[config.mk]
export PLATFORM = sky130hd
export DESIGN_NAME = por_seq
export DESIGN_NICKNAME = d
export VERILOG_FILES = /design/src/rtl/por_pkg.sv /design/src/rtl/por_sync.sv /design/src/rtl/por_timer.sv /design/src/rtl/por_seq.sv
export SDC_FILE = /design/constraint.sdc
export NUM_CORES = 1
export LEC_CHECK = 0
export BUFFER_PORTS_ARGS = -buffer_cell sky130_fd_sc_hd__buf_2
export CELL_PAD_IN_SITES_DETAIL_PLACEMENT = 1
export CELL_PAD_IN_SITES_GLOBAL_PLACEMENT = 1
export CORE_AREA = 2 2 91 84
export CTS_CLUSTER_DIAMETER = 60
export CTS_CLUSTER_SIZE = 12
export DETAILED_ROUTE_END_ITERATION = 10
export DIE_AREA = 0 0 93 86
export GPL_TIMING_DRIVEN = 0
export PLACE_DENSITY = 0.55
export SYNTH_ARGS = -nofsm -noshare
export SYNTH_HDL_FRONTEND = slang
export SYNTH_SLANG_ARGS = --single-unit
[constraint.sdc]
create_clock -name clk_i -period 2.1 [get_ports clk_i]
set_input_delay 0.105 -clock clk_i [delete_from_list [all_inputs] [get_ports clk_i]]
set_output_delay 0.105 -clock clk_i [all_outputs]
set_load 0.01 [all_outputs]
[src/rtl/por_pkg.sv]
package por_pkg;
  typedef enum logic [1:0] {
    ST_LOW   = 2'd0,
    ST_WAIT  = 2'd1,
    ST_PULSE = 2'd2,
    ST_RUN   = 2'd3
  } por_st_e;
endpackage

[src/rtl/por_sync.sv]
module por_sync #(
  parameter int STAGES = 2
) (
  input  logic clk_i,
  input  logic rst_ni,
  input  logic d_i,
  output logic q_o
);
  logic [STAGES-1:0] ff_q;

  always_ff @(posedge clk_i or negedge rst_ni) begin
    if (!rst_ni) ff_q <= '0;
    else         ff_q <= {ff_q[STAGES-2:0], d_i};
  end

  assign q_o = ff_q[STAGES-1];
endmodule

[src/rtl/por_timer.sv]
module por_timer #(
  parameter int W = 8
) (
  input  logic         clk_i,
  input  logic         rst_ni,
  input  logic         clr_i,
  input  logic         en_i,
  input  logic [W-1:0] last_i,
  output logic         done_o
);
  logic [W-1:0] cnt_q;

  always_ff @(posedge clk_i or negedge rst_ni) begin
    if (!rst_ni)    cnt_q <= '0;
    else if (clr_i) cnt_q <= '0;
    else if (en_i)  cnt_q <= cnt_q + 1'b1;
  end

  assign done_o = en_i && (cnt_q == last_i);
endmodule

[src/rtl/por_seq.sv]
module por_seq #(
  parameter int TIMEOUT_CYC   = 25_000_000,
  parameter int MIN_PULSE_CYC = 16,
  parameter int SYNC_STAGES   = 2
) (
  input  logic clk_i,
  input  logic rst_ni,
  input  logic supply_ok_i,
  input  logic ext_rst_i,
  input  logic sw_we_i,
  input  logic sw_wdata_i,
  output logic rst_no,
  output logic por_flag_o
);
  import por_pkg::*;

  localparam int MAX_CYC = (TIMEOUT_CYC > MIN_PULSE_CYC) ? TIMEOUT_CYC : MIN_PULSE_CYC;
  localparam int CNT_W   = $clog2(MAX_CYC + 1);
  localparam logic [CNT_W-1:0] TO_LAST = CNT_W'(TIMEOUT_CYC - 1);
  localparam logic [CNT_W-1:0] PL_LAST = CNT_W'(MIN_PULSE_CYC - 1);

  por_st_e st_q, st_d;
  logic sup_s, flag_q, flag_d, rst_q;
  logic t_clr, t_en, t_done;
  logic [CNT_W-1:0] t_last;

  por_sync #(.STAGES(SYNC_STAGES)) u_sync (
    .clk_i (clk_i),
    .rst_ni(rst_ni),
    .d_i   (supply_ok_i),
    .q_o   (sup_s)
  );

  // one counter shared by both holds; limit picked by state
  assign t_last = (st_q == ST_WAIT) ? TO_LAST : PL_LAST;

  por_timer #(.W(CNT_W)) u_timer (
    .clk_i (clk_i),
    .rst_ni(rst_ni),
    .clr_i (t_clr),
    .en_i  (t_en),
    .last_i(t_last),
    .done_o(t_done)
  );

  always_comb begin
    st_d   = st_q;
    flag_d = flag_q;
    t_clr  = 1'b0;
    t_en   = 1'b0;
    if (!sup_s) begin
      st_d  = ST_LOW;
      t_clr = 1'b1;
    end else begin
      unique case (st_q)
        ST_LOW: begin
          st_d  = ST_WAIT;
          t_clr = 1'b1;
        end
        ST_WAIT: begin
          t_en = 1'b1;
          if (t_done) begin
            st_d   = ST_RUN;
            flag_d = 1'b1;
            t_clr  = 1'b1;
          end
        end
        ST_PULSE: begin
          if (ext_rst_i) begin
            t_clr = 1'b1;
          end else begin
            t_en = 1'b1;
            if (t_done) begin
              st_d   = ST_RUN;
              flag_d = 1'b0;
              t_clr  = 1'b1;
            end
          end
        end
        ST_RUN: begin
          // forced power-on outranks other-source reset
          if (sw_we_i && sw_wdata_i) begin
            st_d  = ST_WAIT;
            t_clr = 1'b1;
          end else if (ext_rst_i) begin
            st_d  = ST_PULSE;
            t_clr = 1'b1;
          end
        end
        default: st_d = ST_LOW;
      endcase
    end
  end

  always_ff @(posedge clk_i or negedge rst_ni) begin
    if (!rst_ni) begin
      st_q   <= ST_LOW;
      flag_q <= 1'b0;
      rst_q  <= 1'b0;
    end else begin
      st_q   <= st_d;
      flag_q <= flag_d;
      rst_q  <= (st_d == ST_RUN);
    end
  end

  assign rst_no     = rst_q;
  assign por_flag_o = flag_q;
endmodule

==> metrics.cfg, run 1 <==
[die]
io_pins = 8
start_util_pct = 24.6
die-area_sq_um = 8000
die_w_um = 93
num_rows = 29
die_h_um = 86
core_area_sq_um = 6970

[routing]
vias = 1403
drtAntennaViolNets = 0
drtIter0Drc = 54
vias_per_cell = 4.76
wl_mm = 4.41
drc = 0
firstDrtPassIters = 4
wl_per_cell_um = 15.0

[yosys]
syn_area_sq_um = 1720
avgSynthCellArea_sq_um = 9.64
synth_cells = 178
ys_async_sr_fraction_pct = 100
yosysUniqueCellTypes = 34
synth_edf_count = 0
yosys_warnings = 0
seq_area_frac_synth_pct = 45.2
synth_fp_nets = 190
ys_seq_elements = 31
synth_ff_type = dfrtp_1

[clock_network]
cts_tree = yes
insertion_delay_ns = 0.28
cts_buffers = 5
clock_path_buffers = 2
clkSinkCount = 31
clock-root-buffer = clkbuf_8
path_clk_slew_ns = 0.07
h-tree-depth = 2

[setup_path]
endpoint_kind = register
ff2ff_path_depth = 8
crit_chain = inv_2 > ha_4 > or4_4 > nor4_4 > o2111ai_4 > o21bai_4 > buf_6 > nor2_1
path_class = register to register
critical_path.max_fanout = 5
start_kind = register
cp.required_ns = 2.27
slowest_stage = or4_4
critical-path-max-stage-delay_ns = 0.43
critical_path_arrival_ns = 2.33

[hold_path]
min_delay_path_depth = 3
hp-class = input port to register

[timing]
tightest_slew_ns = 0.736
setup_viol = 22
rsz0062_at_grt = true
min_period_ns = 2.16
fin_ws_ns = -0.0563
min_period_over_period_pct = 103
report.final.slew_viol_count = 0
max_freq_mhz = 464
holdWs_ns = 0.186
max_slew_margin_pct = 50.9
hold_violations = 0
clock_skew_ns = 0.00353

[power_and_ir_drop]
p_switching_w = 0.000284
ir_drop_v = 0.000173
p_sw_share_pct = 24.7
clockPowerShare_pct = 39.9
power_leakage_nw = 0.778
p_per_area_nw_per_um2 = 524
comb_power_share_pct = 7.4
p_seq_share_pct = 52.6
p_int_w = 0.000866
p_total_w = 0.00115

[global_routing]
grt_pass1_vias = 1480
grt_max_degree = 32
grt-ovfl-total = 0
track_usage_pct = 11.8
grt_pass1_wl_mm = 7.49
antenna_found_initial = 0

[placement]
dp.cells = 278
portBuffers = 7
place.gp.congestion = 0.753
dpl_worst_slack_ns = -0.355
post-dp-hpwl_mm = 2.86

[outcome]
status = finished with violations
violations = negative setup slack

[job]
drv_cap = 0

[final_layout]
fillers = 818
final_nets = 213
diodes = 0
stdcell_count = 295
utilization_pct = 31.5
final_layout_size_suffix_gt1_share_pct = 27.7
areaGrowthSynthToFinish_pct = 27.9

Yosys cell counts, types with 3 or more instances:
cell type	n	share of area (%)
dfrtp_1	31	45
nor2_1	26	5.7
xnor2_1	18	9.2
nor3_1	9	2.6
inv_1	8	1.7
nor4_1	8	2.9
a21oi_1	7	2.0
nand2_1	7	1.5
nand3_1	7	2.0
o21ai_0	7	2.0
ha_1	6	4.4
nand4_1	6	2.2
clkbuf_1	4	0.87
o21a_1	4	1.7
and4_1	3	1.5
or3_1	3	1.1
xor2_1	3	1.5
final timing paths:
check                                from                 to  slack [ns]
min reg2reg                u_sync.ff_q[0]     u_sync.ff_q[1]        0.35
max                               st_q[1]  u_timer.cnt_q[14]       -0.06
min in group asynchronous          rst_ni            st_q[1]        0.42
min                             ext_rst_i         por_flag_o        0.19
max reg2reg                       st_q[1]  u_timer.cnt_q[14]       -0.06
max in group asynchronous          rst_ni  u_timer.cnt_q[18]        1.15
cells in the final DEF, fill, tap and decap left out, drive strengths merged, types with 8 or more instances in the layout:
cell type / netlist / layout
dfrtp: 31 / 31
nor2: 26 / 26
xnor2: 18 / 18
buf: 2 / 18
nor3: 9 / 9
nor4: 9 / 9
clkbuf: 4 / 9
inv: 8 / 8
flip-flops by register name, indices dropped and copies added (netlist names):
signal,cells
u_timer.cnt_q,25
u_sync.ff_q,2
rst_no,1
st_q,2
por_flag_o,1
what timing repair did:
action	CTS	global route
resized for setup	18	33
hold buffers	2	0
gates cloned	0	2
pin swaps	2	11
hold endpoints to repair	32	0
setup endpoints to repair	28	27
setup buffers	4	1
stage by stage:
step / area, sq um / TNS, ns
floorplan: 1720 / 0
global placement: 1870 / -7.39
detailed placement: 1870 / -6.84
CTS: 2080 / 0
global route: 2200 / -2.92
finish: 2200 / -1.01
cells by family (layout without fill, tap and decap cells):
kind of cell | Yosys count | count (layout) | share of synthesized area, %
and+or+nand+nor | 77 | 77 | 23.5
DFF | 31 | 31 | 45.2
AOI/OAI and AO/OA | 28 | 28 | 11.7
xor gates and xnor gates | 21 | 21 | 10.7
buffers and inverters | 14 | 38 | 3.94
adders and majority gates | 6 | 6 | 4.37
muxes | 1 | 1 | 0.583
power by group through the flow:
| stage | clock (W) | sequential, W | combinational (W) |
|---|---|---|---|
| floorplan | 0 | 0.000614 | 0.0000344 |
| global placement | 0 | 0.000615 | 0.0000666 |
| detailed placement | 0 | 0.000615 | 0.0000651 |
| CTS | 0.000477 | 0.000604 | 0.0000718 |
| global route | 0.000502 | 0.000605 | 0.0000945 |
| finish | 0.000459 | 0.000605 | 0.0000855 |
cell type report:
| type | instances | area (sq um) | share of cell area [%] |
|---|---|---|---|
| multi-input combinational | 133 | 1020 | 46.4 |
| tap | 93 | 116 | 5.30 |
| inverter | 8 | 30.0 | 1.37 |
| clock buffer | 7 | 76.3 | 3.48 |
| clock inverter | 1 | 5.00 | 0.228 |
| buffer | 6 | 56.3 | 2.56 |
| sequential | 31 | 777 | 35.4 |
| timing repair buffer | 16 | 115 | 5.24 |
layer usage:
layer / wire [um] / GRT usage [%]
met5: 0 / 0
met4: 46 / 3.61
met3: 103 / 2.46
met1: 2260 / 16.2
met2: 2010 / 18.8
worst max-delay path: cells and delay by family, from the launching register on:
family,cells,cell delay (ns)
AOI/OAI and AO/OA,2,0.45
adders and majority gates,1,0.16
buffers and inverters,2,0.24
DFF,1,0.41
and+or+nand+nor,3,0.78
No activity file was read; power rests on OpenSTA's default activity.
==> inputs of run 2 (changes only) <==
--- a/config.mk
+++ b/config.mk
@@ -15,6 +15,7 @@
 export DIE_AREA = 0 0 93 86
 export GPL_TIMING_DRIVEN = 0
 export PLACE_DENSITY = 0.55
+export RECOVER_POWER = 50
 export SYNTH_ARGS = -nofsm -noshare
 export SYNTH_HDL_FRONTEND = slang
 export SYNTH_SLANG_ARGS = --single-unit
==> metrics.cfg, run 2 (same netlist as run 1, synthesis figures left out) <==
[outcome]
violations = negative setup slack  ; unchanged
status = finished with violations  ; unchanged

[setup_path]
critical-path-max-stage-delay_ns = 0.43  ; about the same
ff2ff_path_depth = 8  ; unchanged
cp.required_ns = 2.27  ; about the same
critical_path.max_fanout = 5  ; unchanged
slowest_stage = or4_4  ; unchanged
cp.depth = 8  ; unchanged
start_kind = register  ; unchanged
path_class = register to register  ; unchanged
endpoint_kind = register  ; unchanged
path_buf_inv = 2  ; unchanged
critical_path_arrival_ns = 2.33  ; about the same
crit_chain = inv_2 > ha_4 > or4_4 > nor4_4 > o2111ai_4 > o21bai_4 > buf_6 > nor2_1  ; unchanged
critPathTopFamily = simple AND/OR/NAND/NOR gates  ; unchanged

[timing]
min_period_over_period_pct = 102  ; was 103%
rsz0062_at_grt = true  ; unchanged
fin_ws_ns = -0.0521  ; was -0.0563 ns
max_slew_margin_pct = 45.5  ; was 50.9%
max_freq_mhz = 465  ; was 464 MHz
report.final.slew_viol_count = 0  ; unchanged
min_period_ns = 2.15  ; was 2.16 ns
setup_viol = 22  ; unchanged
clock_skew_ns = 0.00410  ; was 0.00353 ns
hold_violations = 0  ; unchanged
tightest_slew_ns = 0.818  ; was 0.736 ns
fin_setup_tns_ns = -0.917  ; was -1.01 ns

[placement]
dp.cells = 278  ; unchanged
post-dp-hpwl_mm = 2.86  ; unchanged
place.gp.congestion = 0.753  ; unchanged
dpl_worst_slack_ns = -0.355  ; unchanged
place_area_sq_um = 1870  ; unchanged
portBuffers = 7  ; unchanged

[routing]
firstDrtPassIters = 4  ; unchanged
vias = 1403  ; unchanged
wl_per_cell_um = 14.9  ; was 15.0 um
drtAntennaViolNets = 0  ; unchanged
drc = 0  ; unchanged
drtIter0Drc = 54  ; unchanged
wl_mm = 4.40  ; was 4.41 mm
vias_per_cell = 4.76  ; unchanged

[clock_network]
cts_buffers = 5  ; unchanged
h-tree-depth = 2  ; unchanged
path_clk_slew_ns = 0.07  ; about the same
clock-root-buffer = clkbuf_8  ; unchanged
clock_path_buffers = 2  ; unchanged
cts_tree = yes  ; unchanged
insertion_delay_ns = 0.28  ; about the same
clkSinkCount = 31  ; unchanged

[power_and_ir_drop]
p_per_area_nw_per_um2 = 524  ; about the same
ir_drop_v = 0.000173  ; about the same
power_leakage_nw = 0.769  ; was 0.778 nW
p_total_w = 0.00115  ; about the same

[final_layout]
layout_common_cells = dfrtp_1 (30), nor2_1 (18), xnor2_1 (18), nor3_1 (8)  ; unchanged
final_layout_size_suffix_gt1_share_pct = 26.7  ; was 27.7%
final_area_sq_um = 2190  ; was 2200 sq um
final_nets = 213  ; unchanged
largest_reg_flops = 25  ; unchanged
areaGrowthSynthToFinish_pct = 27.8  ; was 27.9%
fillers = 818  ; unchanged
seqCellArea_sq_um = 777  ; unchanged
regMostFlops = u_timer.cnt_q  ; unchanged
layout_commonest_cell = dfrtp_1  ; unchanged
stdcell_count = 295  ; unchanged
multi_input_area_sq_um = 1020  ; unchanged
diodes = 0  ; unchanged
reg.largest.list = u_timer.cnt_q (25), st_q (2), u_sync.ff_q (2)  ; unchanged

[die]
num_rows = 29  ; unchanged
core_area_sq_um = 6970  ; unchanged
io_pins = 8  ; unchanged
die_w_um = 93  ; unchanged
die-area_sq_um = 8000  ; unchanged
start_util_pct = 24.6  ; unchanged
die_h_um = 86  ; unchanged

[global_routing]
grt_pass1_vias = 1480  ; unchanged
grt_pass1_wl_mm = 7.49  ; unchanged
track_usage_pct = 11.8  ; unchanged
antenna_found_initial = 0  ; unchanged
grt_max_degree = 32  ; unchanged
grt-ovfl-total = 0  ; unchanged

[hold_path]
min_delay_path_depth = 3  ; unchanged
hp-class = input port to register  ; unchanged

[job]
drv_cap = 0  ; unchanged

[run 2: changes by cell type in the layout (fill, tap and decap cells not counted), sizes merged]
cell,change
clkbuf,+3
buf,-3
[run 2: what timing repair did]
action / 4_1_cts / 5_1_grt
pin swaps: 2 / 11
gates cloned: 0 / 2
setup buffers: 4 / 1
resized for setup: 18 / 33
endpoints found under the hold margin: 32 / 0
endpoints found under the setup margin: 28 / 27
hold buffers: 2 / 0
[run 2: worst register-to-register path, stage by stage, from the launching register on]
cell	delay, ns
dfrtp_1	0.40
inv_2	0.07
ha_4	0.16
or4_4	0.43
nor4_4	0.30
o2111ai_4	0.17
o21bai_4	0.28
buf_6	0.17
nor2_1	0.05
[run 2: final cells by class]
cell class,count,area share (%)
multi-input combinational,133,46.5
sequential,31,35.4
tap,93,5.31
timing repair buffer,16,5.13
clock buffer,7,3.48
buffer,6,2.57
inverter,8,1.37
clock inverter,1,0.228
[run 2: worst paths after layout]
kind | startpoint | endpoint | slack [ns]
worst max-delay path | st_q[1] | u_timer.cnt_q[14] | -0.05
worst min-delay path | ext_rst_i | por_flag_o | 0.19
worst max register to register | st_q[1] | u_timer.cnt_q[14] | -0.05
worst min register to register | u_sync.ff_q[0] | u_sync.ff_q[1] | 0.35
max in group asynchronous | rst_ni | u_timer.cnt_q[18] | 1.08
min in group asynchronous | rst_ni | st_q[1] | 0.45
[run 2: metal layers]
metal,global-route usage (%),part of all wire (%)
met5,0,0
met4,3.61,1.0
met3,2.46,2.4
met2,18.8,46
met1,16.2,51
[run 2: metrics by stage]
step / util, % / hold WS (ns)
after floorplan: - / -0.191
after global placement: 26.8 / 0.214
after detailed placement: 26.8 / 0.211
after CTS: 29.8 / 0.187
after global routing: 31.5 / 0.233
final: 31.5 / 0.186
[run 2: power by group]
part	internal, W	leakage, nW	switching [W]
logic	0.0000327	0.302	0.0000527
registers	0.000601	0.425	0.00000435
clock network	0.000232	0.0422	0.000226
